File: src/rtl/bwm_pkg.sv
// Package: shared width-selector encoding and its decode for the bus-width matcher.
// Assumes the long word is built from a power-of-two number of equal lanes.
package bwm_pkg;

    typedef enum logic [1:0] {
        SEL_FULL    = 2'b00,
        SEL_HALF    = 2'b01,
        SEL_QUARTER = 2'b10,
        SEL_FULL_B  = 2'b11
    } width_sel_e;

    // Returns log2 of the lanes carried by one narrow transfer.
    function automatic int unsigned lg_from_sel(input logic [1:0] sel,
                                                input int unsigned log_lanes);
        case (width_sel_e'(sel))
            SEL_HALF:    return (log_lanes >= 1) ? log_lanes - 1 : 0;
            SEL_QUARTER: return (log_lanes >= 2) ? log_lanes - 2 : 0;
            default:     return log_lanes;
        endcase
    endfunction

endpackage

File: src/rtl/bwm_cfg.sv
// Configuration latch: samples the width selectors and the order bit on every
// clock edge while reset is low, and holds them unchanged afterwards.
// Assumes the configuration pins are stable during the last reset cycle.
module bwm_cfg
    import bwm_pkg::*;
#(
    parameter int LANES = 4
) (
    input  logic                        clk,
    input  logic                        rst_n,
    input  logic [1:0]                  sel_in,
    input  logic [1:0]                  sel_out,
    input  logic                        little_in,
    output logic [$clog2(LANES):0]      in_lg,
    output logic [$clog2(LANES):0]      out_lg,
    output logic                        little_q
);
    localparam int unsigned LOG_L = $clog2(LANES);
    localparam int          PW    = LOG_L + 1;

    // Capture the configuration only while reset is held.
    always_ff @(posedge clk) begin
        if (!rst_n) begin
            in_lg    <= PW'(lg_from_sel(sel_in, LOG_L));
            out_lg   <= PW'(lg_from_sel(sel_out, LOG_L));
            little_q <= little_in;
        end
    end
endmodule

File: src/rtl/bwm_part_ctr.sv
// Part counter: counts narrow transfers within one long word and wraps after
// the last part. Assumes 'last' is stable between resets.
module bwm_part_ctr #(
    parameter int CW = 2
) (
    input  logic          clk,
    input  logic          rst_n,
    input  logic          step,
    input  logic [CW-1:0] last,
    output logic [CW-1:0] cnt
);
    // Advance on each completed narrow handshake; return to zero after the last part.
    always_ff @(posedge clk) begin
        if (!rst_n)
            cnt <= '0;
        else if (step)
            cnt <= (cnt == last) ? '0 : cnt + CW'(1);
    end
endmodule

File: src/rtl/bwm_pack.sv
// Write-side packer: assembles narrow transfers into one long word. Parts
// before the last are stored in a lane register. The last part is merged
// combinationally, so the word is offered in the same cycle as that part.
// Assumes LANES is a power of two and at least 2.
module bwm_pack #(
    parameter int LANE_W = 9,
    parameter int LANES  = 4
) (
    input  logic                      clk,
    input  logic                      rst_n,
    input  logic [$clog2(LANES):0]    lg,
    input  logic                      little,
    input  logic                      in_valid,
    output logic                      in_ready,
    input  logic [LANE_W*LANES-1:0]   in_data,
    output logic                      wr_valid,
    input  logic                      wr_ready,
    output logic [LANE_W*LANES-1:0]   wr_data
);
    localparam int CW = $clog2(LANES);
    localparam int PW = CW + 1;

    logic [PW-1:0]                   parts;
    logic [CW-1:0]                   last;
    logic [CW-1:0]                   cnt;
    logic                            is_last;
    logic                            accept;
    logic [LANES-1:0][LANE_W-1:0]    in_lanes;
    logic [LANES-1:0][LANE_W-1:0]    acc;
    logic [LANES-1:0][LANE_W-1:0]    lane_out;
    logic [LANES-1:0]                from_in;

    assign parts    = PW'(LANES) >> lg;
    assign last     = CW'(parts - PW'(1));
    assign is_last  = (cnt == last);
    assign in_lanes = in_data;

    // Handshake: parts before the last always fit; the last one waits for storage.
    always_comb begin
        in_ready = rst_n && (is_last ? wr_ready : 1'b1);
        wr_valid = rst_n && in_valid && is_last;
        accept   = in_valid && in_ready;
    end

    bwm_part_ctr #(.CW(CW)) u_ctr (
        .clk   (clk),
        .rst_n (rst_n),
        .step  (accept),
        .last  (last),
        .cnt   (cnt)
    );

    for (genvar l = 0; l < LANES; l++) begin : g_lane
        logic [PW-1:0] slot;
        logic [PW-1:0] mask;
        logic [PW-1:0] off;
        logic [PW-1:0] part_idx;

        // Map this long-word lane to its part index and its position in that part.
        always_comb begin
            slot     = PW'(l) >> lg;
            mask     = (PW'(1) << lg) - PW'(1);
            off      = PW'(l) & mask;
            part_idx = little ? slot : (parts - PW'(1) - slot);
        end

        assign from_in[l]  = (part_idx == {1'b0, cnt});
        assign lane_out[l] = from_in[l] ? in_lanes[off[CW-1:0]] : acc[l];

        // Store the lane when its part is accepted; clear it at reset.
        always_ff @(posedge clk) begin
            if (!rst_n)
                acc[l] <= '0;
            else if (accept && from_in[l])
                acc[l] <= in_lanes[off[CW-1:0]];
        end
    end

    assign wr_data = lane_out;
endmodule

File: src/rtl/bwm_unpack.sv
// Read-side unpacker: presents one long word as successive narrow transfers
// taken straight from the storage output. The word is popped on the last one.
// Assumes rd_data is held while rd_valid stays high and is not popped.
module bwm_unpack #(
    parameter int LANE_W = 9,
    parameter int LANES  = 4
) (
    input  logic                      clk,
    input  logic                      rst_n,
    input  logic [$clog2(LANES):0]    lg,
    input  logic                      little,
    input  logic                      rd_valid,
    output logic                      rd_ready,
    input  logic [LANE_W*LANES-1:0]   rd_data,
    output logic                      out_valid,
    input  logic                      out_ready,
    output logic [LANE_W*LANES-1:0]   out_data
);
    localparam int CW = $clog2(LANES);
    localparam int PW = CW + 1;

    logic [PW-1:0]                   parts;
    logic [PW-1:0]                   part_lanes;
    logic [PW-1:0]                   slot;
    logic [CW-1:0]                   last;
    logic [CW-1:0]                   cnt;
    logic                            is_last;
    logic                            step;
    logic [LANES-1:0][LANE_W-1:0]    rd_lanes;
    logic [LANES-1:0][LANE_W-1:0]    out_lanes;

    assign parts      = PW'(LANES) >> lg;
    assign part_lanes = PW'(1) << lg;
    assign last       = CW'(parts - PW'(1));
    assign is_last    = (cnt == last);
    assign rd_lanes   = rd_data;

    // Pick which slot of the long word the current part comes from.
    always_comb begin
        slot = little ? {1'b0, cnt} : (parts - PW'(1) - {1'b0, cnt});
    end

    // Handshake: a narrow transfer needs a stored word; the word pops on its last part.
    always_comb begin
        out_valid = rst_n && rd_valid;
        rd_ready  = rst_n && out_ready && is_last;
        step      = out_valid && out_ready;
    end

    bwm_part_ctr #(.CW(CW)) u_ctr (
        .clk   (clk),
        .rst_n (rst_n),
        .step  (step),
        .last  (last),
        .cnt   (cnt)
    );

    for (genvar j = 0; j < LANES; j++) begin : g_lane
        logic [PW-1:0] src;
        logic          used;

        // Route a source lane to this output lane, or zero above the narrow width.
        always_comb begin
            used = (PW'(j) < part_lanes);
            src  = (slot << lg) + PW'(j);
            out_lanes[j] = used ? rd_lanes[src[CW-1:0]] : '0;
        end
    end

    assign out_data = out_lanes;
endmodule

File: src/rtl/bus_width_matcher.sv
// Top: a bus-width matcher with separate write and read widths and a
// selectable part order, all latched during synchronous active-low reset.
// Assumes storage sits between wr_* and rd_* and holds rd_data until popped.
module bus_width_matcher #(
    parameter int LANE_W = 9,
    parameter int LANES  = 4
) (
    input  logic                     clk,
    input  logic                     rst_n,
    input  logic [1:0]               cfg_in_sel,
    input  logic [1:0]               cfg_out_sel,
    input  logic                     cfg_little,
    input  logic                     in_valid,
    output logic                     in_ready,
    input  logic [LANE_W*LANES-1:0]  in_data,
    output logic                     wr_valid,
    input  logic                     wr_ready,
    output logic [LANE_W*LANES-1:0]  wr_data,
    input  logic                     rd_valid,
    output logic                     rd_ready,
    input  logic [LANE_W*LANES-1:0]  rd_data,
    output logic                     out_valid,
    input  logic                     out_ready,
    output logic [LANE_W*LANES-1:0]  out_data
);
    localparam int PW = $clog2(LANES) + 1;

    logic [PW-1:0] in_lg;
    logic [PW-1:0] out_lg;
    logic          little_q;

    bwm_cfg #(.LANES(LANES)) u_cfg (
        .clk       (clk),
        .rst_n     (rst_n),
        .sel_in    (cfg_in_sel),
        .sel_out   (cfg_out_sel),
        .little_in (cfg_little),
        .in_lg     (in_lg),
        .out_lg    (out_lg),
        .little_q  (little_q)
    );

    bwm_pack #(.LANE_W(LANE_W), .LANES(LANES)) u_pack (
        .clk      (clk),
        .rst_n    (rst_n),
        .lg       (in_lg),
        .little   (little_q),
        .in_valid (in_valid),
        .in_ready (in_ready),
        .in_data  (in_data),
        .wr_valid (wr_valid),
        .wr_ready (wr_ready),
        .wr_data  (wr_data)
    );

    bwm_unpack #(.LANE_W(LANE_W), .LANES(LANES)) u_unpack (
        .clk       (clk),
        .rst_n     (rst_n),
        .lg        (out_lg),
        .little    (little_q),
        .rd_valid  (rd_valid),
        .rd_ready  (rd_ready),
        .rd_data   (rd_data),
        .out_valid (out_valid),
        .out_ready (out_ready),
        .out_data  (out_data)
    );
endmodule

File: config.mk
export PLATFORM = sky130hd
export DESIGN_NAME = bus_width_matcher
export DESIGN_NICKNAME = d
export VERILOG_FILES = /design/src/rtl/bwm_pkg.sv /design/src/rtl/bwm_cfg.sv /design/src/rtl/bwm_part_ctr.sv /design/src/rtl/bwm_pack.sv /design/src/rtl/bwm_unpack.sv /design/src/rtl/bus_width_matcher.sv
export SDC_FILE = /design/constraint.sdc
export NUM_CORES = 1
export LEC_CHECK = 0
export ABC_AREA = 1
export BUFFER_PORTS_ARGS = -buffer_cell sky130_fd_sc_hd__buf_2
export CORE_MARGIN = 1.5
export CORE_UTILIZATION = 32
export CTS_CLUSTER_DIAMETER = 120
export DETAILED_ROUTE_END_ITERATION = 8
export GPL_ROUTABILITY_DRIVEN = 1
export SYNTH_ARGS = -nofsm -noshare
export SYNTH_HDL_FRONTEND = slang
export SYNTH_HIERARCHICAL = 1
export SYNTH_SLANG_ARGS = --single-unit
File: constraint.sdc
create_clock -name clk -period 2.7 [get_ports clk]
set_input_delay 0 -clock clk [delete_from_list [all_inputs] [get_ports clk]]
set_output_delay 0 -clock clk [all_outputs]
set_load 0.1 [all_outputs]
==> Yosys cells after proc, flatten, opt, wreduce, memory -nomap -nowiden <==
Cells that the tools add are included.
{ "word_totals": {"out_inout_bits": 76, "in_bits": 83, "ff_bits": 47, "word_cells": 96} }
{ "op_classes": {"n_mux": 32, "n_eq_ne": 10, "order_cmp": 11, "n_reduce_logical": 12, "n_addsub": 13, "shifts": 9} }
{ "ops": {"columns": ["cell", "n"], "rows": [
  ["$mux W9", 17],
  ["$bmux W9 S2", 5],
  ["$lt A2 B3 Y1 const B", 6],
  ["$mux W3", 5],
  ["$eq A3 B2 Y1", 4],
  ["$logic_and A1 B1 Y1", 12],
  ["$sub A3 B3 Y3", 4],
  ["$pmux W2 S2", 2],
  ["$add A2 B1 Y2 const B", 3],
  ["$lt A1 B3 Y1 const A", 2],
  ["$lt A2 B3 Y1 const A", 2],
  ["$shr A1 B3 Y3 const A", 2],
  ["$shr A2 B3 Y3 const A", 2],
  ["$shr A3 B3 Y3 const A", 2],
  ["$sub A3 B1 Y3 const B", 2],
  ["$add A2 B2 Y2 const B", 2],
  ["$eq A2 B1 Y1 const B", 2],
  ["$eq A2 B2 Y1", 2],
  ["$eq A2 B2 Y1 const B", 2],
  ["$mux W2", 2],
  ["$lt A1 B3 Y1 const B", 1],
  ["$shl A1 B3 Y2 const A", 1],
  ["$shl A1 B3 Y3 const A", 1],
  ["$shl A3 B3 Y2", 1],
  ["other kinds (3)", 3]
]} }

==> Logic depth before layout (Yosys ltp) <==
Gate-level depths: netlist of run 1.
{ "logic_depth": {"depth_word": 9, "depth_mapped": 16, "ltp_nobuf": 15} }

==> By module <==
Netlist of run 1, hierarchy kept.
{ "modules_own_cells": {"columns": ["module", "seq_area_each_um2", "area_each_um2", "n_inst", "cells_per_inst"], "rows": [
  ["bwm_pack", 720.7, 2590.0, 1, 434],
  ["bwm_unpack", 0.0, 1451.4, 1, 270],
  ["bwm_part_ctr", 40.0, 122.6, 2, 21],
  ["bwm_cfg", 150.1, 205.2, 1, 13]
]} }

==> Worst setup path after synthesis of run 1 <==
No wires, ideal clock.
{ "synth_timing": {"kind": "reg2out", "startpoint": "register u_cfg.in_lg[1]", "endpoint": "output port wr_data[27]", "required_ps": 2700, "slack_ps": -1818, "arrival_ps": 4518, "path_stages_with_launch": 15, "path_buffers": 4, "cell_sequence": "edfxtp_1 nor2_4 buf_2 buf_4 buf_2 ha_1 fa_1 nand2_1 nand2_1 nand2_1 nand2_1 nor2_1 nand2_2 clkbuf_1 o21ai_0"} }
{ "synth_between": {"elab_chain_cells": 6, "word_cells_on_any_way": 11, "classes_between": "3 x add/sub; 1 x eq/ne; 3 x shift; 4 x mux"} }
{ "synth_rtl": {"columns": ["element", "line_no", "source"], "rows": [
  ["from (decl)", "bwm_cfg.sv:14", "output logic [$clog2(LANES):0] in_lg,"],
  ["from (signal assigned)", "bwm_cfg.sv:24", "in_lg <= PW'(lg_from_sel(sel_in, LOG_L));"],
  ["$shr A3 B3 Y3", "bwm_pack.sv:33", "assign parts = PW'(LANES) >> lg;"],
  ["$sub A3 B1 Y3", null, null],
  ["$sub A3 B3 Y3", "bwm_pack.sv:64", "part_idx = little ? slot : (parts - PW'(1) - slot);"],
  ["$mux W3", "bwm_pack.sv:64", null],
  ["$eq A3 B2 Y1", "bwm_pack.sv:67", "assign from_in[l] = (part_idx == {1'b0, cnt});"],
  ["$mux W9 *", "bwm_pack.sv:68", "assign lane_out[l] = from_in[l] ? in_lanes[off[CW-1:0]] : acc[l];"],
  ["to (decl)", "bus_width_matcher.sv:18", "output logic [LANE_W*LANES-1:0] wr_data,"]
]} }
Every way passes the cells marked *; elsewhere a longest branch is shown, timed or not. The select of a mux whose other input is x is not followed.

==> Final worst setup path of run 1 <==
{ "layout_timing": {"startpoint": "register u_cfg.in_lg[1]", "endpoint": "output port wr_data[29]"} }
The elaborated chain is that of the path after synthesis.

==> results of run 1 <==
flip-flops by register name (all words and copies together), names as in the netlist:
signal	count
u_cfg/in_lg	2
u_cfg/little_q	1
u_cfg/out_lg	2
u_pack/acc	36
u_pack/u_ctr/cnt	2
u_unpack/u_ctr/cnt	2
area by class of cell:
cell class                      instances  area share
Clock buffer                            7      0.0197
Clock inverter                          1     0.00112
Inverter                               86      0.0459
Multi-Input combinational cell        605       0.493
Sequential cell                        45       0.122
Tap cell                              180      0.0289
Timing Repair Buffer                  192       0.288
Timing Repair inverter                  1     0.00112
power by group through the flow:
stage	Sequential (mW)	Clock (mW)	Combinational [mW]
floorplan	0.759	0	1.80
global placement	0.762	0	2.58
detailed placement	0.763	0	2.59
CTS	0.751	0.687	2.63
global route	0.757	0.712	2.87
finish	0.752	0.676	2.75
per-layer routing:
metal  vias to the layer above  wire length (um)  part of all wire  GRT usage
met5                         -                 0                 0          0
met4                         0               414             0.025     0.0471
met3                        27              1270             0.076     0.0315
met2                       263              8120              0.49      0.358
met1                      2530              6830              0.41      0.263
li1                       2788                 -                 -          -
path summary, 6_finish.rpt:
check | startpoint | end | slack [ps]
worst min register to register | u_pack/acc[27] | u_pack/acc[27] | 480
worst min-delay path | cfg_in_sel[0] | u_cfg/in_lg[1] | 10
worst max-delay path | u_cfg/in_lg[1] | wr_data[29] | -10
worst max register to register | u_cfg/in_lg[1] | u_pack/acc[25] | 120
stage by stage:
| step | std cells | hold slack, ps | setup slack [ps] | TNS, ps | util |
|---|---|---|---|---|---|
| 2_1_floorplan | 760 | 98.9 | -126 | -973 | - |
| 3_3_place_gp | 1077 | 195 | 210 | 0 | 0.513 |
| 3_5_place_dp | 1077 | 190 | 170 | 0 | 0.513 |
| 4_1_cts | 1095 | 8.93 | -50.7 | -158 | 0.535 |
| 5_1_grt | 1117 | 26.2 | -176 | -4290 | 0.566 |
| 6_report | 1117 | 9.59 | -13.3 | -14.2 | 0.566 |
placed cells by master (no fill, tap or decap), types with 2 or more instances in the layout:
master	instances
nand3_1	58
nand3_2	7
nand2_1	192
buf_2	86
edfxtp_1	5
ha_1	7
nand3b_1	9
o21ai_2	23
nor3_4	8
nor2_4	26
a21oi_2	6
inv_4	4
ha_4	2
nand4_2	3
nand2_8	3
nor2_2	8
xor2_1	3
nand3_4	5
o21ai_4	27
nor2_1	104
inv_2	5
fa_1	2
nand2_2	29
o21ai_1	27
conb_1	2
buf_4	24
inv_1	75
nand4_4	4
dfxtp_1	40
a21oi_1	4
or2_2	2
o21ai_0	24
clkbuf_16	7
nand2_4	7
o22ai_1	9
clkinv_8	2
buf_12	78
logic make-up after synthesis:
family	synth area share
flops	0.212
simple gates	0.469
fa+ha+maj	0.0340
buf+inv	0.132
xor+xnor	0.00585
other cells	0.000835
compound gates	0.147
what timing repair did:
item                                   CTS  global route
cloned                                   1            11
setup endpoints to repair               39            75
hold buffers                             1             0
endpoints found under the hold margin    1             0
pin swaps                                3            19
gates resized for setup                 18            46
setup buffers                            8            11
worst reg2reg max path: cells and delay by family (launching register included):
| family | cells | cell delay [ps] |
|---|---|---|
| flip-flops | 1 | 490 |
| buffers and inverters | 3 | 420 |
| adder cells (fa/ha/maj) | 2 | 570 |
| AND/OR/NAND/NOR | 11 | 1060 |
==> out/summary.txt, run 1 <==
Vias per inst = 5.02
Sw Pwr = 2.14 mW
Most frequent CP cell = buf_4
Synth warn = 6
WHS Path Cells = 2
Crit path arrival time = 2710 ps
Critical path type = reg2out
Maximum fanout along the worst path = 36
Clock network fraction of total power = 0.162
Endpoint class of the critical path = output port
Full die area = 0.0148 mm2
Post-Route WL = 16.6 mm
Fmax = 369 MHz
FFs w/ async S/R, synth = 0
Vias in the first global route = 4908
Tightest Pin Transition = 712 ps
Clock Path Buffers = 2
Synth-to-Final Area Change = 73.5%
Crit path required time = 2700 ps
Routed Antenna Nets = 0
Footprint of the multi-input gates = 0.00384 mm2
Leak = 3.54 nW
Routability cong. = 0.845
DR pass1 iterations = 6
Crit path time final = 2710 ps
I/O pin cnt = 159
# clock sinks = 45
All-Layer GR Usage = 0.204
Setup violators final = 2
Comb pwr share = 0.658
Num CTS Buffers = 5
Rel. slew slack = 0.520
Max Cap Violations = 0
Avg Cell Area, Syn = 5.92 um2
# DRC = 0
CP max-delay cell = edfxtp_1
Startpoint Class = register
Post-DP HPWL = 11.8 mm
Final hold violation count = 0
VDD IR max = 400 uV
Fin nets = 1030
Netlist cell types = 37
Number of synthesized flops with an enable pin = 5
CP cell instances = nor2_4 > buf_4 > buf_4 > buf_4 > nand2_1 > o22ai_1 > nand2_1 > o21ai_0 > o21ai_4 > buf_12
Final period utilization = 1.00
First-pass GRT wire length = 24.0 mm
Wirelength per Cell = 14.9 um
Synth top area share = 0.178
Worst Clk Skew = 8.36 ps
Dominant synthesized flop cell = dfxtp_1
Die width = 121 um
Register Area = 951 um2
Seq/Total Area, Yosys = 0.212
Buffer and inverter count on the worst path = 4
Initial Utilization = 0.326
Internal power = 2.04 mW
Global route overflow = 0
Seq cells post-synth = 45
Worst path depth = 10
Syn Inst Count = 759
Via count = 5608
Largest net degree at the start of global routing = 45
CTS tree = yes
CORE AREA = 0.0138 mm2
Port bufs = 158
CP peak stage delay = 490 ps
Status = complete, but fails checks
DRT iter0 DRCs = 453
Synth area leaders = dfxtp_1 18%, nand2_1 17%, nor2_1 11%, o21ai_0 7.4%, nand3_1 6.8%
# rows = 43
FF-to-FF path depth = 16
Layout fillers = 1248
Failing checks = negative setup slack
ANT cells = 0
Final instance area = 0.00779 mm2
Mapped cell area = 0.00449 mm2
Pwr/cell area = 536 mW/mm2
Clock root buffer = clkbuf_16
Final setup margin = -13.3 ps
Clk_lat worst skew = 290 ps
Part of the power in registers = 0.180
Sw frac = 0.512
Power, Total = 4.18 mW
Slew Limit Fails = 0
H-tree depth = 2
Initial antenna violation count = 0
Clock-pin slew on the worst setup and hold paths = 60 ps
Fraction of layout cells with a size suffix above 1 = 0.398
Count leader, synth = nand2_1
Hold Path Class = in2reg
Delay-heaviest family, CP = compound AO/OA/AOI/OAI gates
Unrepaired setup endpoints after global routing = yes
Chip height = 121 um
Post-synth top cells = 206 x nand2_1, 127 x nor2_1, 77 x inv_1
Dpl cell area = 0.00707 mm2
Yosys top cell by area = dfxtp_1
Power figures use the tool's default switching activity.
==> run 2, diff against run 1 <==
SKIP_CTS_REPAIR_TIMING = 1   (was unset)
==> out/summary.txt, run 2 (synthesis gave the netlist of run 1 again) <==
Crit path arrival time = 2740 ps
Routed Antenna Nets = 0
Final setup margin = -39.7 ps
Clk_lat worst skew = 300 ps
Metal1 wirelength = 6.73 mm
Most frequent cells in the layout = 186 x nand2_1, 104 x nor2_1, 86 x buf_2
Routability cong. = 0.845
Chip height = 121 um
Clock Path Buffers = 2
Post-Route WL = 16.9 mm
All-Layer GR Usage = 0.201
# rows = 43
Max reg flops = 36
Crit path required time = 2700 ps
Final hold violation count = 0
I/O pin cnt = 159
Final core occ = 0.583
Full die area = 0.0148 mm2
Unrepaired setup endpoints after global routing = yes
CP peak stage delay = 460 ps
Failing checks = negative setup slack
Max Cap Violations = 0
Via count = 5733
Status = complete, but fails checks
Port bufs = 158
CTS tree = yes
Commonest non-fill, non-tap cell in the layout = nand2_1
Reg with most FFs = u_pack/acc
Endpoint class of the critical path = output port
Setup violators final = 17
Initial Utilization = 0.326
Wirelength per Cell = 15.0 um
CP max-delay cell = edfxtp_1
Final period utilization = 1.01
Fmax = 365 MHz
WL met2 = 8.38 mm
Met3 Wirelength = 1.44 mm
Hold Path Class = in2reg
Num CTS Buffers = 5
DRT iter0 DRCs = 422
Critical path type = reg2out
Clock root buffer = clkbuf_16
First-pass GRT wire length = 23.6 mm
Fraction of layout cells with a size suffix above 1 = 0.406
Vias in the first global route = 4814
Vias per inst = 5.08
DR top layer = met4
Maximum fanout along the worst path = 6
ANT cells = 0
Rel. slew slack = 0.514
Post-DP HPWL = 11.8 mm
Global route overflow = 0
CORE AREA = 0.0138 mm2
# clock sinks = 45
Most frequent CP cell = nand2_1
# DRC = 0
Synth-to-Final Area Change = 78.8%
Fin nets = 1041
Crit path time final = 2740 ps
DR pass1 iterations = 5
Leak = 3.66 nW
Pwr/cell area = 534 mW/mm2
Worst Clk Skew = 8.81 ps
Die width = 121 um
Clock-pin slew on the worst setup and hold paths = 60 ps
VDD IR max = 420 uV
CP cell instances = nor2_4 > nand2_4 > inv_2 > ha_4 > fa_1 > nand2_2 > nand2_1 > nand2_1 > nand2_1 > nor2_2 > nand2_4 > buf_12 > o21ai_4 > buf_12
H-tree depth = 2
Slew Limit Fails = 0
Power, Total = 4.29 mW
Initial antenna violation count = 0
Tightest Pin Transition = 722 ps
Largest net degree at the start of global routing = 45
Layout fillers = 1240
Startpoint Class = register
[run 2: metal layers]
layer,vias to the layer above,GRT usage
li1,2832,-
met1,2616,0.259
met2,255,0.357
met3,30,0.0315
met4,0,0.0346
met5,-,0
[run 2: stage by stage]
stage                     area [um2]  setup slack (ps)  TNS (ps)  cells  hold WS (ps)
final                           8030             -39.7      -299   1128          9.03
after global routing            8030              -220     -5050   1128          23.7
after CTS                       7230              -148     -2870   1085          -110
after detailed placement        7070               170         0   1077           190
after global placement          7070               210         0   1077           195
after floorplan                 5150              -126      -973    760          98.9
[run 2: final timing paths]
check	start	slack (ps)	depth (start not counted)	endpoint
worst min register to register	u_pack/acc[28]	480	2	u_pack/acc[28]
worst max-delay path	u_cfg/in_lg[1]	-40	14	wr_data[21]
worst min-delay path	cfg_in_sel[0]	9	2	u_cfg/in_lg[1]
worst max register to register	u_cfg/in_lg[1]	130	16	u_pack/acc[32]
[run 2: where the power goes]
| group | total, mW | internal (mW) | switching [mW] | leakage (nW) |
|---|---|---|---|---|
| Clock | 0.682 | 0.402 | 0.280 | 0.0792 |
| Combinational | 2.85 | 0.990 | 1.86 | 3.20 |
| Sequential | 0.754 | 0.719 | 0.0352 | 0.373 |
| Total | 4.29 | 2.11 | 2.17 | 3.66 |
[run 2: cell type report]
type	instances	area [um2]	area share
multi-input cells	603	3890	0.485
clock buffers	7	154	0.0192
flip-flops and latches	45	951	0.118
repair inverters	1	8.76	0.00109
clock inverters	1	8.76	0.00109
repair buffers	205	2420	0.302
well taps	180	225	0.0280
inverters	86	370	0.0461
[run 2: critical path, delay by kind of cell (launching register included)]
kind | cells | cell delay, ps
adders and majority gates | 2 | 530
DFF | 1 | 460
and+or+nand+nor | 8 | 850
buffers and inverters | 3 | 430
AOI/OAI and AO/OA | 1 | 170
==> run 3, diff against run 2 <==
TNS_END_PERCENT = 20   (was unset)
==> out/summary.txt, run 3 (synthesis gave the netlist of run 1 again) <==
Crit path time final = 2770 ps
Initial Utilization = 0.326
Maximum fanout along the worst path = 5
CORE AREA = 0.0138 mm2
Routability cong. = 0.908
Clock Path Buffers = 2
Clk_lat worst skew = 300 ps
DRT iter0 DRCs = 417
Slew Limit Fails = 0
Via count = 5415
Largest net degree at the start of global routing = 47
Dpl cell area = 0.00685 mm2
Setup violators final = 9
Die width = 121 um
Post-Route WL = 15.5 mm
Fin nets = 1018
Full die area = 0.0148 mm2
Tightest Pin Transition = 656 ps
Startpoint Class = register
Clock root buffer = clkbuf_16
Endpoint class of the critical path = output port
Rel. slew slack = 0.558
Failing checks = negative setup slack
Final hold violation count = 0
Clock-pin slew on the worst setup and hold paths = 60 ps
First-pass GRT wire length = 23.1 mm
Routed Antenna Nets = 0
Synth-to-Final Area Change = 65.9%
Final core occ = 0.541
All-Layer GR Usage = 0.195
Unrepaired setup endpoints after global routing = yes
# DRC = 0
Post-DP HPWL = 11.5 mm
Vias per inst = 4.89
DR pass1 iterations = 5
Internal power = 2.01 mW
Final period utilization = 1.03
Clock network fraction of total power = 0.166
CTS tree = yes
Pwr/cell area = 547 mW/mm2
Port bufs = 158
H-tree depth = 2
Reg with most FFs = u_pack/acc
Final setup margin = -72.7 ps
Wirelength per Cell = 14.0 um
# clock sinks = 45
Max Cap Violations = 0
Part of the power in registers = 0.185
Final instance area = 0.00745 mm2
Fraction of layout cells with a size suffix above 1 = 0.364
Worst Clk Skew = 8.56 ps
Vias in the first global route = 4831
Fmax = 361 MHz
Hold Path Class = in2reg
Crit path arrival time = 2770 ps
Commonest non-fill, non-tap cell in the layout = nand2_1
Setup_tns = -330 ps
Leak = 3.45 nW
Most frequent cells in the layout = 194 x nand2_1, 104 x nor2_1, 85 x buf_2
Crit path required time = 2700 ps
Comb pwr share = 0.648
Chip height = 121 um
# rows = 43
Setup WS pre-CTS = 153 ps
Footprint of the multi-input gates = 0.00352 mm2
Num CTS Buffers = 5
VDD IR max = 331 uV
Sw frac = 0.506
Register Area = 951 um2
Initial antenna violation count = 1
Max reg flops = 36
Layout fillers = 1364
Sw Pwr = 2.06 mW
Global route overflow = 0
Power, Total = 4.07 mW
I/O pin cnt = 159
Critical path type = reg2out
Status = complete, but fails checks
run 3: changes by cell type in the layout (fill, tap and decap cells not counted), moves of 2 or more:
cell | previous run | this run
nand3_1 | 59 | 61
diode_2 | 0 | 2
o21ai_1 | 26 | 37
nor2_2 | 6 | 27
o21ai_4 | 27 | 18
nand2_4 | 14 | 7
clkbuf_16 | 11 | 9
nand2_1 | 186 | 194
buf_4 | 27 | 16
buf_6 | 8 | 4
nand2_8 | 4 | 2
nor2_4 | 28 | 6
run 3: path summary, 6_finish.rpt:
kind	to	slack (ps)	cells past startpoint	start
max	wr_data[25]	-70	14	u_cfg/in_lg[1]
min	u_cfg/in_lg[1]	10	2	cfg_in_sel[0]
max reg2reg	u_pack/acc[24]	50	16	u_cfg/in_lg[1]
min reg2reg	u_pack/acc[4]	490	2	u_pack/acc[4]
run 3: layer usage:
layer / up-vias / wire length [um] / GRT usage
met5: - / 0 / 0
met4: 0 / 286 / 0.0515
met3: 20 / 976 / 0.0371
met2: 195 / 7550 / 0.338
met1: 2438 / 6700 / 0.247
li1: 2762 / - / -
run 3: worst max-delay path, cell delays in order (launching register included):
cell	delay (ps)
edfxtp_1	480
nor2_4	220
nand2_4	100
inv_1	60
ha_1	160
fa_1	420
nand2_2	80
nand2_1	50
nand2_1	70
nand2_1	70
nor2_2	90
nand2_2	110
clkbuf_16	190
o21ai_4	170
buf_12	200
run 3: metrics by stage:
step                      hold slack (ps)  cells
after floorplan                      98.9    760
after global placement                200   1076
after detailed placement              199   1076
after CTS                            -107   1084
after global routing                 15.6   1105
final                                13.5   1107
run 3: area by class of cell:
class,instances,share of cell area
diodes,2,0.000672
clock buffers,7,0.0207
clock inverters,1,0.00118
inverters,86,0.0480
multi-input cells,600,0.473
flip-flops and latches,45,0.128
well taps,180,0.0302
repair buffers,186,0.299
run 3: power groups by stage:
stage / sequential (mW) / clock [mW] / combinational (mW)
after floorplan: 0.759 / 0 / 1.73
after global placement: 0.764 / 0 / 2.50
after detailed placement: 0.765 / 0 / 2.51
after CTS: 0.751 / 0.693 / 2.51
after global routing: 0.760 / 0.721 / 2.77
final: 0.754 / 0.678 / 2.64
